$ cat config.mk
export PLATFORM = sky130hd
export DESIGN_NAME = keyed_ctrl_bank
export DESIGN_NICKNAME = d
export VERILOG_FILES = /design/src/rtl/ctrl_bank_pkg.sv /design/src/rtl/key_lock.sv /design/src/rtl/reg_group.sv /design/src/rtl/keyed_ctrl_bank.sv
export SDC_FILE = /design/constraint.sdc
export NUM_CORES = 2
export LEC_CHECK = 0
export CAP_MARGIN = 20
export CORE_MARGIN = 5
export CORE_UTILIZATION = 45
export CTS_CLUSTER_SIZE = 30
export DETAILED_ROUTE_END_ITERATION = 8
export DONT_BUFFER_PORTS = 1
export GPL_TIMING_DRIVEN = 0
export PLACE_DENSITY = 0.69
export SYNTH_ARGS = -nofsm -noshare
export SYNTH_HDL_FRONTEND = slang
export SYNTH_HIERARCHICAL = 1
export SYNTH_SLANG_ARGS = --single-unit
$ cat constraint.sdc
create_clock -name clk -period 6.4 [get_ports clk]
set_clock_uncertainty 0.05 [all_clocks]
set_input_delay 1.92 -clock clk [delete_from_list [all_inputs] [get_ports clk]]
set_output_delay 1.92 -clock clk [all_outputs]
set_load 0.1 [all_outputs]
$ cat src/rtl/ctrl_bank_pkg.sv
package ctrl_bank_pkg;
  localparam int DATA_W = 32;
  localparam int ADDR_W = 12;
  localparam int WORD_W = ADDR_W - 2;

  localparam logic [15:0] KEY_ARM    = 16'h767B;
  localparam logic [15:0] KEY_DISARM = 16'hDF0D;

  localparam logic [WORD_W-1:0] W_CTRL   = WORD_W'(0);
  localparam logic [WORD_W-1:0] W_ARM    = WORD_W'(1);
  localparam logic [WORD_W-1:0] W_DISARM = WORD_W'(2);
  localparam logic [WORD_W-1:0] W_STATE  = WORD_W'(3);
  localparam logic [WORD_W-1:0] W_ONE    = WORD_W'('h97);

  localparam int CLKG_BASE = 'h40;
  localparam int CLKG_N    = 8;
  localparam int RSTC_BASE = 'h80;
  localparam int RSTC_N    = 23;
  localparam int MEMI_BASE = 'h180;
  localparam int MEMI_N    = 9;

  localparam logic [CLKG_N-1:0] CLKG_WR = ~(CLKG_N'(1) << 3);
  localparam logic [CLKG_N-1:0] CLKG_RD = {CLKG_N{1'b1}};
  localparam logic [RSTC_N-1:0] RSTC_WR = ~(RSTC_N'(1) << 20);
  localparam logic [RSTC_N-1:0] RSTC_RD = {RSTC_N{1'b1}};
  localparam logic [MEMI_N-1:0] MEMI_WR = ~(MEMI_N'(1) << 1);
  localparam logic [MEMI_N-1:0] MEMI_RD = ~(MEMI_N'(1) << 1);

  function automatic logic [CLKG_N*DATA_W-1:0] clkg_init();
    logic [CLKG_N*DATA_W-1:0] v;
    v = '0;
    for (int i = 0; i < CLKG_N; i++) begin
      if (i < 3)      v[i*DATA_W +: DATA_W] = 32'h0001_A008;
      else if (i == 3) v[i*DATA_W +: DATA_W] = 32'h0000_003F;
      else if (i < 7) v[i*DATA_W +: DATA_W] = 32'h0001_4000;
    end
    return v;
  endfunction

  function automatic logic [RSTC_N*DATA_W-1:0] rstc_init();
    logic [RSTC_N*DATA_W-1:0] v;
    v = '0;
    v[15*DATA_W +: DATA_W] = 32'h01F3_3F0F;
    v[18*DATA_W +: DATA_W] = 32'h0000_0040;
    return v;
  endfunction
endpackage

$ cat src/rtl/key_lock.sv
module key_lock
  import ctrl_bank_pkg::*;
(
  input  logic              clk,
  input  logic              rst_n,
  input  logic              wr_en,
  input  logic [WORD_W-1:0] word_addr,
  input  logic [15:0]       key,
  output logic              locked
);
  logic arm_hit, disarm_hit;

  assign arm_hit    = wr_en && (word_addr == W_ARM)    && (key == KEY_ARM);
  assign disarm_hit = wr_en && (word_addr == W_DISARM) && (key == KEY_DISARM);

  always_ff @(posedge clk) begin
    if (!rst_n)          locked <= 1'b1;
    else if (arm_hit)    locked <= 1'b1;
    else if (disarm_hit) locked <= 1'b0;
  end
endmodule

$ cat src/rtl/reg_group.sv
module reg_group #(
  parameter int WORD_W = 10,
  parameter int DATA_W = 32,
  parameter int BASE   = 0,
  parameter int N      = 4,
  parameter logic [N*DATA_W-1:0] INIT = '0,
  parameter logic [N-1:0] WR_MASK = '1,
  parameter logic [N-1:0] RD_MASK = '1
) (
  input  logic              clk,
  input  logic              rst_n,
  input  logic [WORD_W-1:0] word_addr,
  input  logic              wr_go,
  input  logic [DATA_W-1:0] wdata,
  output logic              wr_ok,
  output logic [DATA_W-1:0] rdata
);
  localparam int IDX_W = (N > 1) ? $clog2(N) : 1;

  logic              in_range;
  logic [WORD_W-1:0] offs;
  logic [IDX_W-1:0]  idx;
  logic [DATA_W-1:0] word_q [N];

  assign in_range = (word_addr >= WORD_W'(BASE)) && (word_addr < WORD_W'(BASE + N));
  assign offs     = word_addr - WORD_W'(BASE);
  assign idx      = offs[IDX_W-1:0];

  for (genvar i = 0; i < N; i++) begin : g_word
    if (WR_MASK[i]) begin : g_rw
      always_ff @(posedge clk) begin
        if (!rst_n)
          word_q[i] <= INIT[i*DATA_W +: DATA_W];
        else if (wr_go && in_range && idx == IDX_W'(i))
          word_q[i] <= wdata;
      end
    end else begin : g_ro
      assign word_q[i] = INIT[i*DATA_W +: DATA_W];
    end
  end

  always_comb begin
    wr_ok = 1'b0;
    rdata = '0;
    for (int i = 0; i < N; i++) begin
      if (in_range && idx == IDX_W'(i)) begin
        wr_ok = WR_MASK[i];
        if (RD_MASK[i]) rdata = word_q[i];
      end
    end
  end
endmodule

$ cat src/rtl/keyed_ctrl_bank.sv
module keyed_ctrl_bank
  import ctrl_bank_pkg::*;
(
  input  logic              clk,
  input  logic              rst_n,
  input  logic [ADDR_W-1:0] bus_addr,
  input  logic              bus_we,
  input  logic [DATA_W-1:0] bus_wdata,
  input  logic              bus_re,
  output logic [DATA_W-1:0] bus_rdata,
  output logic              wr_err
);
  logic [WORD_W-1:0] word;
  logic              sys_word;
  logic              locked;
  logic              ctrl_q;
  logic              wr_commit;
  logic              ok_clkg, ok_rstc, ok_memi, any_ok;
  logic [DATA_W-1:0] rd_clkg, rd_rstc, rd_memi, rd_next;
  logic              unused_addr_bits;

  assign word             = bus_addr[ADDR_W-1:2];
  assign unused_addr_bits = ^bus_addr[1:0];
  assign sys_word         = (word <= W_STATE);
  assign any_ok           = ok_clkg | ok_rstc | ok_memi;
  assign wr_commit        = bus_we && !sys_word && !locked && any_ok;

  key_lock u_lock (
    .clk(clk), .rst_n(rst_n), .wr_en(bus_we), .word_addr(word),
    .key(bus_wdata[15:0]), .locked(locked)
  );

  reg_group #(.WORD_W(WORD_W), .DATA_W(DATA_W), .BASE(CLKG_BASE), .N(CLKG_N),
              .INIT(clkg_init()), .WR_MASK(CLKG_WR), .RD_MASK(CLKG_RD)) u_clkg (
    .clk(clk), .rst_n(rst_n), .word_addr(word), .wr_go(wr_commit),
    .wdata(bus_wdata), .wr_ok(ok_clkg), .rdata(rd_clkg)
  );

  reg_group #(.WORD_W(WORD_W), .DATA_W(DATA_W), .BASE(RSTC_BASE), .N(RSTC_N),
              .INIT(rstc_init()), .WR_MASK(RSTC_WR), .RD_MASK(RSTC_RD)) u_rstc (
    .clk(clk), .rst_n(rst_n), .word_addr(word), .wr_go(wr_commit),
    .wdata(bus_wdata), .wr_ok(ok_rstc), .rdata(rd_rstc)
  );

  reg_group #(.WORD_W(WORD_W), .DATA_W(DATA_W), .BASE(MEMI_BASE), .N(MEMI_N),
              .INIT('0), .WR_MASK(MEMI_WR), .RD_MASK(MEMI_RD)) u_memi (
    .clk(clk), .rst_n(rst_n), .word_addr(word), .wr_go(wr_commit),
    .wdata(bus_wdata), .wr_ok(ok_memi), .rdata(rd_memi)
  );

  always_ff @(posedge clk) begin
    if (!rst_n)                        ctrl_q <= 1'b0;
    else if (bus_we && word == W_CTRL) ctrl_q <= bus_wdata[0];
  end

  always_comb begin
    if (word == W_CTRL)       rd_next = {{(DATA_W-1){1'b0}}, ctrl_q};
    else if (word == W_STATE) rd_next = {{(DATA_W-1){1'b0}}, locked};
    else if (word == W_ONE)   rd_next = DATA_W'(1);
    else                      rd_next = rd_clkg | rd_rstc | rd_memi;
  end

  always_ff @(posedge clk) begin
    if (!rst_n) begin
      bus_rdata <= '0;
      wr_err    <= 1'b0;
    end else begin
      bus_rdata <= bus_re ? rd_next : '0;
      wr_err    <= bus_we && !sys_word && (locked || !any_ok);
    end
  end
endmodule

==> impl_metrics.csv <==
group,metric,value,unit
place,gp_congestion,1.06,
critical_path,path_max_fanout,22,
place,place_hpwl,253000,um
floorplanning,core,0.130,mm2
detailed_routing,dr_total_vias,61500,
synth,ys_ff_latch,1219,
critical_path,cp.arrival,7.10,ns
sta,finalCritPeriodShare,102,%
sta,max-slew-margin-rel,9.31,%
sta,setup_violations,69,
synth,synth-edff-count,0,
detailed_routing,drc_errors,0,
worst_hold_path,hp-class,"reg2reg",
sta,fin_ws,-0.156,ns
cts,cts_tree,"yes",
synth,synth-simple-area-share,19.5,%
cells_and_area,layout.cells.most_common_list,"nand2_1, dfxtp_1, a21boi_0",
synth,synth.top_cell.area_share,41.4,%
run_status,failed_checks,"setup timing",
floorplanning,dieHeight,372,um
synth,synth_nets,7216,
pwr,combPwrFrac,8.3,%
place,placed_cells,8958,
cts,cts_setup_buffers,0,
floorplanning,num_rows,132,
synth,synth_xor_area_share,0.0149,%
cells_and_area,fin_area,0.0668,mm2
synth,avgSynthCellArea,8.21,um2
cts,root_buffer,"clkbuf_16",
cells_and_area,fill_cells,12700,
floorplanning,initial_core_util,45.4,%
run_status,outcome,"complete, but fails checks",
pwr,switching_share,26.9,%
place,port_buffers,0,
sta,timing.final.hold_violations,0,
global_route,grt_pass1_wl,463000,um
detailed_routing,routedWlPerCell,37.1,um
global_route,grt_pass1_vias,56000,
sta,worstMarginPinSlew,1.36,ns
pwr,p_leak,23.7,nW
global_route,grt_use_total,48.1,%
global_route,overflow,0,
cells_and_area,mostFrequentLayoutCell,"nand2_1",
synth,synth_cells,7168,
detailed_routing,routed_via_density,6.65,
cts,cts.reportedPaths.clkPinSlew,0.06,ns
cts,cts_buffers,141,
pwr,peakVddDrop,0.252,mV
synth,muxShareOfSynthArea,8.69,%
detailed_routing,first_pass_iters,7,
sta,rsz0062_at_grt,"false",
pwr,seqPwrFrac,43.3,%
cts,cts_sinks,1219,
pwr,p_sw,4.71,mW
synth,synth-main-ff-cell,"dfxtp_1",
cells_and_area,nets,7414,
critical_path,end_kind,"flop",
cts,clock_latency,0.79,ns
cts,htree_levels,4,
sta,hold_slack,0.402,ns
sta,slew_violations,0,
detailed_routing,wl,343000,um
cells_and_area,fin_util,51.5,%
synth,ys_top_cells_by_area,"dfxtp_1, nand2_1, a21boi_0, mux2i_1, a21oi_1",
place,place_area,0.0618,mm2
cells_and_area,fin_cells,9245,
pwr,p_int,12.8,mW
run,max_cap_violations,0,
global_route,grt_max_degree,23,
floorplanning,io_pins,81,
pwr,p_clk_share,48.3,%
floorplanning,die-area,0.138,mm2
critical_path,path_class,"in2reg",
synth,async_flop_share,0,%
global_route,antenna_found_initial,38,
pwr,total_power,17.5,mW
sta,period_needed,6.56,ns
synth,synth_top_family_by_area,"compound AO/OA/AOI/OAI gates",
sta,timing.fmax,0.153,GHz
floorplanning,die_x,372,um
synth,synth_top_area_cell,"dfxtp_1",
critical_path,startpoint_type,"input port",
cells_and_area,final_layout_size_suffix_gt1_share,10.7,%
cells_and_area,area_growth,13.4,%
detailed_routing,ant_nets,0,
synth,synth_compound_area_share,24.2,%
synth,synth_cell_type_count,97,
synth,synthAdderAreaFrac,0,%
detailed_routing,drtIter0Drc,8902,
synth,yosysWarnings,6,
critical_path,required,6.94,ns
pwr,powerDensity,262,mW/mm2
synth,synth_seq_area_share,41.4,%
synth,netlist_area,0.0589,mm2
cts,cts_max_path_buffers,3,
## flip-flops by register name, summed over array words and instances (netlist names)
name,count
u_rstc/word_q,704
u_memi/word_q,256
u_clkg/word_q,224
bus_rdata,32
ctrl_q,1
u_lock/locked,1
wr_err,1
## final cells by class
| type | count | area [um2] | share of cell area (%) |
|---|---|---|---|
| well taps | 1742 | 2180 | 3.26 |
| multi-input cells | 5133 | 30900 | 46.3 |
| clock buffers | 210 | 4170 | 6.24 |
| diodes | 25 | 62.6 | 0.0937 |
| repair buffers | 56 | 749 | 1.12 |
| clock inverters | 45 | 657 | 0.983 |
| plain buffers | 779 | 3540 | 5.30 |
| inverters | 36 | 135 | 0.202 |
| flip-flops and latches | 1219 | 24400 | 36.5 |
## cells by family (layout without fill, tap and decap cells)
group,Yosys count,in the layout
simple gates,2558,2558
compound gates,2091,2091
flops,1219,1219
buf+inv,816,1126
mux,483,483
xor+xnor,1,1
other cells,0,25
## final timing paths
check | startpoint | endpoint | slack (ns) | cells past startpoint
max | bus_addr[2] | bus_rdata[0] | -0.16 | 13
min | u_rstc/word_q[501] | u_rstc/word_q[501] | 0.40 | 2
max reg2reg | u_rstc/word_q[281] | bus_rdata[25] | 2.46 | 7
min reg2reg | u_rstc/word_q[501] | u_rstc/word_q[501] | 0.40 | 2
## layer usage
metal  part of all wire [%]  up-vias  global-route usage, %  routed length [um]
li1                       -    25700                      -                   -
met1                     36    30000                   57.4              124000
met2                     41     4539                   69.6              141000
met3                     12     1270                   14.5               40000
met4                     11       10                   42.9               38400
met5                  0.023        -                      0                  79
## synthesized netlist by cell type (all sizes together) (15+ instances only)
master	instances
o21ai	393
a32oi	17
clkbuf	530
nor3	57
nand4	243
nor2	174
a211oi	29
o31a	31
buf	250
mux2	113
o22ai	119
dfxtp	1219
nor4	38
inv	35
a31oi	19
nand3	93
nand2	1763
a21o	21
a22o	26
a21boi	689
o2bb2ai	21
o211ai	29
a21oi	383
a22oi	58
a221oi	46
a2bb2oi	16
o31ai	72
and2	34
nor2b	65
o221ai	39
mux2i	359
nand2b	15
## power by group through the flow
stage / sequential (mW) / combinational [mW] / clock, mW
floorplan: 7.76 / 0.647 / 0
CTS: 7.60 / 1.36 / 8.50
global route: 7.59 / 1.42 / 8.83
global placement: 7.76 / 1.32 / 0
finish: 7.60 / 1.46 / 8.47
detailed placement: 7.76 / 1.35 / 0
## critical path: stages
cell	delay, ns
buf_4	0.28
buf_2	0.58
buf_2	0.61
buf_2	0.48
o22ai_1	0.28
a22o_1	0.32
a21oi_1	0.76
o211ai_1	0.30
nand2_1	0.29
nor3_1	0.11
o21ai_0	0.11
mux2i_1	0.11
a2111oi_2	0.87
## stage by stage
stage	setup TNS [ns]	setup WS, ns
floorplan	0	1.00
global placement	-1584.24	-2.25
detailed placement	-1584.01	-2.21
CTS	0	0.0113
global route	0	0.0119
finish	-2.62	-0.156
## timing repair
item | 4_1_cts | 5_1_grt
hold buffers | 0 | 0
endpoints found under the hold margin | 0 | 0
gates resized for setup | 10 | 7
pin swaps | 0 | 0
setup endpoints to repair | 951 | 151
Power figures use the tool's default switching activity.
